===== config.mk =====
export PLATFORM = sky130hd
export DESIGN_NAME = sys_region_decoder
export DESIGN_NICKNAME = d
export VERILOG_FILES = /design/src/rtl/regdec_pkg.sv /design/src/rtl/regdec_ctrl.sv /design/src/rtl/regdec_data.sv /design/src/rtl/sys_region_decoder.sv
export SDC_FILE = /design/constraint.sdc
export NUM_CORES = 1
export LEC_CHECK = 0
export ABC_AREA = 1
export BUFFER_PORTS_ARGS = -buffer_cell sky130_fd_sc_hd__buf_2
export CAP_MARGIN = 10
export CORE_UTILIZATION = 36
export CTS_CLUSTER_SIZE = 30
export DETAILED_ROUTE_END_ITERATION = 16
export GPL_TIMING_DRIVEN = 0
export HOLD_SLACK_MARGIN = 0.05
export PLACE_DENSITY = 0.77
export REMOVE_ABC_BUFFERS = 1
export SLEW_MARGIN = 10
export SYNTH_ARGS = -nofsm -noshare
export SYNTH_HDL_FRONTEND = slang
export SYNTH_HIERARCHICAL = 1
export SYNTH_SLANG_ARGS = --single-unit

===== constraint.sdc =====
create_clock -name clk -period 0.8 [get_ports clk]
set_input_delay 0.08 -clock clk [delete_from_list [all_inputs] [get_ports clk]]
set_output_delay 0.08 -clock clk [all_outputs]
set_load 0.05 [all_outputs]

===== src/rtl/regdec_pkg.sv =====
package regdec_pkg;

  // Low address bits that carry the configuration fields
  localparam int FIELD_LSB = 2;
  localparam int FIELD_W   = 12;
  localparam int FIELD_MSB = FIELD_LSB + FIELD_W - 1;

  // Upper address bits examined by the region decode
  localparam int KEY_W = 9;

  // Strobes from the decode control to the datapath and the outputs
  typedef struct packed {
    logic logicalHit;
    logic physHit;
    logic ioHit;
    logic romLowHit;
    logic romHighHit;
    logic videoHit;
    logic dmaHit;
    logic ctrlHit;
    logic camHit;
  } regionStrobes_t;

  // Configuration fields; the packed order matches address bits 13:2
  typedef struct packed {
    logic       testMode;
    logic       osMode;
    logic       sndDmaEn;
    logic       vidDmaEn;
    logic [1:0] refreshMode;
    logic [3:0] romTiming;
    logic [1:0] pageSize;
  } ctrlFields_t;

endpackage


===== src/rtl/regdec_ctrl.sv =====
module regdec_ctrl
  import regdec_pkg::*;
#(
  parameter int KEYW = KEY_W
) (
  input  logic             clk,
  input  logic             rstN,
  input  logic [KEYW-1:0]  addrKey,
  input  logic             wrEn,
  input  logic             accValid,
  output regionStrobes_t   strobes
);

  // Bit positions inside the key (key bit KEYW-1 is address bit 25)
  localparam int K_TOP  = KEYW - 1;
  localparam int K_SUB  = KEYW - 3;
  localparam int K_HALF = KEYW - 5;
  localparam int K_IGN  = KEYW - 6;

  logic [1:0] bigRegion;
  logic [1:0] subRegion;
  logic       inLogical, inPhys, inIo, inMid, inTop;
  logic       ctrlKeyMatch;

  assign bigRegion = addrKey[K_TOP -: 2];
  assign subRegion = addrKey[K_SUB -: 2];

  assign inLogical = (bigRegion == 2'b00) || (bigRegion == 2'b01);
  assign inPhys    = (bigRegion == 2'b10);
  assign inIo      = (bigRegion == 2'b11) && (subRegion == 2'b00);
  assign inMid     = (bigRegion == 2'b11) && (subRegion == 2'b01);
  assign inTop     = (bigRegion == 2'b11) && subRegion[1];

  // Register key: 11011 above the ignored bit, 111 below it
  assign ctrlKeyMatch = (addrKey[K_TOP -: 5] == 5'b11011) &&
                        (addrKey[K_IGN-1 -: 3] == 3'b111);

  always_comb begin
    strobes = '0;
    if (accValid) begin
      strobes.logicalHit = inLogical;
      strobes.physHit    = inPhys;
      strobes.ioHit      = inIo;
      strobes.romLowHit  = inMid && !wrEn;
      strobes.romHighHit = inTop && !wrEn;
      strobes.videoHit   = inMid && wrEn && !addrKey[K_HALF];
      strobes.dmaHit     = inMid && wrEn && addrKey[K_HALF] && !ctrlKeyMatch;
      strobes.ctrlHit    = inMid && wrEn && addrKey[K_HALF] && ctrlKeyMatch;
      strobes.camHit     = inTop && wrEn;
    end
  end


  single_sel_chk: assert property (@(posedge clk) disable iff (!rstN)
    accValid |-> ($countones(strobes) == 1));


  idle_quiet_chk: assert property (@(posedge clk) disable iff (!rstN)
    !accValid |-> (strobes == '0));


  cam_on_write_chk: assert property (@(posedge clk) disable iff (!rstN)
    strobes.camHit |-> (wrEn && addrKey[K_TOP -: 3] == 3'b111));


  rom_on_read_chk: assert property (@(posedge clk) disable iff (!rstN)
    (strobes.romLowHit || strobes.romHighHit) |-> !wrEn);

endmodule


===== src/rtl/regdec_data.sv =====
module regdec_data
  import regdec_pkg::*;
#(
  parameter int          FW      = FIELD_W,
  parameter logic [11:0] RST_VAL = '0
) (
  input  logic           clk,
  input  logic           rstN,
  input  logic [FW-1:0]  fieldBits,
  input  regionStrobes_t strobes,
  output ctrlFields_t    fields
);

  ctrlFields_t fieldsQ;

  always_ff @(posedge clk or negedge rstN) begin
    if (!rstN)
      fieldsQ <= ctrlFields_t'(RST_VAL);
    else if (strobes.ctrlHit)
      fieldsQ <= ctrlFields_t'(fieldBits);
  end

  assign fields = fieldsQ;


  field_load_chk: assert property (@(posedge clk) disable iff (!rstN)
    ($past(strobes.ctrlHit) && $past(rstN)) |-> (fields == ctrlFields_t'($past(fieldBits))));


  field_hold_chk: assert property (@(posedge clk) disable iff (!rstN)
    ($past(rstN) && !$past(strobes.ctrlHit)) |-> $stable(fields));

endmodule


===== src/rtl/sys_region_decoder.sv =====
module sys_region_decoder
  import regdec_pkg::*;
#(
  parameter int          ADDR_W  = 26,
  parameter logic [11:0] RST_VAL = '0
) (
  input  logic              clk,
  input  logic              rstN,
  input  logic [ADDR_W-1:0] addr,
  input  logic              wrEn,
  input  logic              accValid,
  output logic              selLogical,
  output logic              selPhysical,
  output logic              selIo,
  output logic              ioTiming,
  output logic              selRomLow,
  output logic              selRomHigh,
  output logic              selVideo,
  output logic              selDmaGen,
  output logic              selCtrlReg,
  output logic              camUpdate,
  output logic [1:0]        pageSizeCode,
  output logic [3:0]        romTiming,
  output logic [1:0]        refreshMode,
  output logic              vidDmaEn,
  output logic              sndDmaEn,
  output logic              osMode,
  output logic              testMode
);

  localparam int TOP = ADDR_W - 1;

  regionStrobes_t strobes;
  ctrlFields_t    fields;

  regdec_ctrl #(.KEYW(KEY_W)) u_ctrl (
    .clk      (clk),
    .rstN     (rstN),
    .addrKey  (addr[TOP -: KEY_W]),
    .wrEn     (wrEn),
    .accValid (accValid),
    .strobes  (strobes)
  );

  regdec_data #(.FW(FIELD_W), .RST_VAL(RST_VAL)) u_data (
    .clk       (clk),
    .rstN      (rstN),
    .fieldBits (addr[FIELD_MSB:FIELD_LSB]),
    .strobes   (strobes),
    .fields    (fields)
  );

  assign selLogical  = strobes.logicalHit;
  assign selPhysical = strobes.physHit;
  assign selIo       = strobes.ioHit;
  assign ioTiming    = strobes.ioHit;
  assign selRomLow   = strobes.romLowHit;
  assign selRomHigh  = strobes.romHighHit;
  assign selVideo    = strobes.videoHit;
  assign selDmaGen   = strobes.dmaHit;
  assign selCtrlReg  = strobes.ctrlHit;
  assign camUpdate   = strobes.camHit;

  assign pageSizeCode = fields.pageSize;
  assign romTiming    = fields.romTiming;
  assign refreshMode  = fields.refreshMode;
  assign vidDmaEn     = fields.vidDmaEn;
  assign sndDmaEn     = fields.sndDmaEn;
  assign osMode       = fields.osMode;
  assign testMode     = fields.testMode;


  io_window_chk: assert property (@(posedge clk) disable iff (!rstN)
    selIo |-> (accValid && addr[TOP -: 4] == 4'b1100));


  phys_window_chk: assert property (@(posedge clk) disable iff (!rstN)
    selPhysical |-> (addr[TOP -: 2] == 2'b10));

endmodule


==> summary.log <==
[grt] initial antenna violation count 0
[place] Placed Area 815.8 µm²
[drt] vias per std cell 4.988
[drt] drt drc 0
[timing] maximum clock frequency 1072 MHz
[cells_and_area] Antenna Diode Count 0
[timing] final cycle utilization of the critical path 116.6%
[grt] via count of the first global-routing pass 781
[power_and_ir_drop] Power Dens Cells 1025 nW/µm²
[drt] metal1 wirelength 810 µm
[clocking] H-tree depth reported by CTS 1
[synthesis] number of synthesis warnings 6
[power_and_ir_drop] worst-case vdd ir drop 0.0008259 V
[synthesis] complex-gate fraction of the synthesized area 0.8386%
[worst_setup_path] type of the worst setup path flip-flop to output pin
[timing] Setup-failing EPs final 17
[place] Place WS -931.6 ps
[grt] global route overflow 0
[clocking] Root Driver clkbuf_4
[cells_and_area] most common library cell in the layout ignoring fill and taps nand2_1
[job] number of maximum-capacitance violations 0
[synthesis] syn avg cell area 7.368 µm²
[worst_setup_path] Max stage delay cell, worst path dfrtp_1
[floorplan] Total Die Area 1825 µm²
[floorplan] core region area 1524 µm²
[worst_setup_path] type of element capturing the critical path output pin
[grt] total global routing track utilization 27.59%
[synthesis] part of the Yosys area used for sequential elements 50.31%
[synthesis] biggest area contributors in the synthesized netlist dfrtp_1 50%, nand2_1 28%, nor2_1 5.7%
[cells_and_area] top library cells by usage in the layout, fill and taps aside 37 x nand2_1, 27 x buf_6, 18 x buf_2
[clocking] clk sinks 12
[timing] unrepaired setup endpoints after global routing yes
[timing] time the final worst path needs with I/O delays and setup 932.4 ps
[power_and_ir_drop] share of power burned in registers 45.1%
[clocking] clock transition at the registers of the reported paths 80 ps
[synthesis] flip-flop and latch count after synthesis 12
[timing] post-route setup TNS -1467 ps
[synthesis] Syn Inst Count 81
[drt] Met2 Wirelength 1670 µm
[timing] worst slew pin tran 283.4 ps
[synthesis] library cell with the largest summed area after synthesis dfrtp_1
[timing] Worst Clk Skew 0 ps
[synthesis] Post-Synthesis Cell Area 596.8 µm²
[power_and_ir_drop] Int Pwr 0.9626 mW
[place] dpl hpwl 1147 µm
[floorplan] standard-cell row count 14
[drt] routed wire length 2702 µm
[worst_setup_path] startpoint kind of the worst setup timing path flip-flop
[worst_setup_path] buffers and inverters on the worst path 1
[power_and_ir_drop] part of the total power dissipated in the clock network 27.3%
[worst_setup_path] sequence of cells on the critical path buf_6
[worst_setup_path] required time of the worst setup path 720 ps
[timing] post-layout worst setup margin -132.4 ps
[power_and_ir_drop] total chip power 1.380 mW
[min_path] worst hold path class input pin to async pin
[synthesis] fraction of post-synthesis cell area in the top cell type by area 50.31%
[worst_setup_path] maximum single-stage delay on the critical path 420 ps
[synthesis] post-synthesis adder-cell area fraction 0%
[floorplan] Initial Utilization 39.16%
[cells_and_area] relative area change from synthesis to final layout 125.6%
[synthesis] Synth cell types 14
[floorplan] Top-Level Pins 52
[power_and_ir_drop] share of power burned in combinational logic 27.6%
[floorplan] horizontal die dimension 42.72 µm
[timing] worst hold margin 239.3 ps
[clocking] CTS tree built
[status] violations in the final reports setup timing
[drt] number of nets with antenna violations after detailed routing 0
[cells_and_area] Util after Layout 88.34%
[worst_setup_path] critical-path maximum fanout 2
[clocking] clock tree buffer depth 2
[cells_and_area] non-filler cells, final 161
[cells_and_area] post-route design area 1346 µm²
[grt] first-pass GRT wire length 3553 µm
[timing] Hold Violations, Final 0
[clocking] TritonCTS buffer count 3
[status] status finished, violations left
[place] weighted congestion reported at the end of routability-driven placement 0.7007
[floorplan] y dimension of the die 42.72 µm
[synthesis] Post-Synth Simple-Gate Area 40.46%
[drt] Top Layer Used met4
[drt] count of vias placed by the detailed router 803
[cells_and_area] Multi-input gate area 361.6 µm²
[power_and_ir_drop] leakage dissipation 0.7144 nW
[worst_setup_path] crit path DAT 850 ps
[worst_setup_path] family with the most delay on the worst path flip-flops
[drt] wire length on met3 123 µm
[power_and_ir_drop] switching power share of the total 30.25%
[cells_and_area] final-layout fill cell count 80
[timing] worst slew margin relative to its limit 81.11%
[synthesis] combinational family with the most area after synthesis simple AND/OR/NAND/NOR gates
[timing] count of pins over their slew limit 0
[place] placed cells 139
[drt] drt initial violations 10
[clocking] Clock Latency Late Sink 270 ps
[drt] Avg WL per Cell 16.78 µm
[grt] pin count of the biggest net entering global routing 13
[drt] first drt pass iteration count 3
[place] Port Buffers 45
[cells_and_area] number of nets in the layout 177
[power_and_ir_drop] Switch Pwr 0.4175 mW
[cells_and_area] proportion of layout cells with a drive suffix above 1 54.48%
[cells_and_area] number of flip-flops in the largest register 12
[synthesis] xor and xnor area share after synthesis 0%
[synthesis] mux contribution to synthesized area 0%
[cells_and_area] sequential cell area 300.3 µm²
## path summary, 6_finish.rpt
kind | startpoint | to | slack (ps) | depth (start not counted)
max in group asynchronous | rstN | u_data/fields[0] | 340 | 2
setup / recovery | u_data/fields[10] | osMode | -130 | 1
hold / removal | rstN | u_data/fields[6] | 240 | 2
hold reg to reg | u_data/fields[2] | u_data/fields[2] | 500 | 2
min in group clk | accValid | u_data/fields[2] | 420 | 7
setup reg to reg | u_data/fields[5] | u_data/fields[5] | 10 | 3
## Yosys cell counts
library cell / n
nand3b_1: 1
dfrtp_1: 12
inv_2: 1
nand2_1: 45
clkinv_2: 1
inv_1: 4
o21ai_0: 1
nand3_2: 1
buf_6: 1
buf_4: 2
nor3_1: 1
nand2_2: 1
nor3_2: 1
nor2_1: 9
## layer usage
layer | up-vias | global-route usage (%)
met2 | 43 | 59.39
met3 | 10 | 4.255
met5 | - | 0
met4 | 0 | 7.500
li1 | 372 | -
met1 | 378 | 24.93
## logic make-up (layout without fill, tap and decap cells)
group,after synthesis,after routing
compound gates,1,1
simple gates,59,59
flops,12,12
buf+inv,9,73
## final cells by class
| type | instances | share of cell area (%) |
|---|---|---|
| timing repair buffer | 64 | 44.52 |
| inverter | 6 | 3.160 |
| sequential | 12 | 22.30 |
| tap | 16 | 1.487 |
| clock buffer | 3 | 1.673 |
| multi-input combinational | 60 | 26.86 |
## power by group through the flow
stage | Sequential, mW | Combinational (mW) | Clock (mW)
CTS | 0.622 | 0.283 | 0.356
detailed placement | 0.631 | 0.204 | 0
global placement | 0.631 | 0.198 | 0
floorplan | 0.664 | 0.0719 | 0
global route | 0.623 | 0.398 | 0.415
finish | 0.622 | 0.381 | 0.377
## timing repair
| item | in CTS | in global routing |
|---|---|---|
| pin swaps | 5 | 12 |
| setup endpoints to repair | 32 | 32 |
| hold buffers | 13 | 0 |
| gates cloned | 0 | 0 |
| hold endpoints to repair | 24 | 0 |
| gates resized for setup | 44 | 57 |
| setup buffers | 4 | 2 |
(Power assumes the default switching activity.)
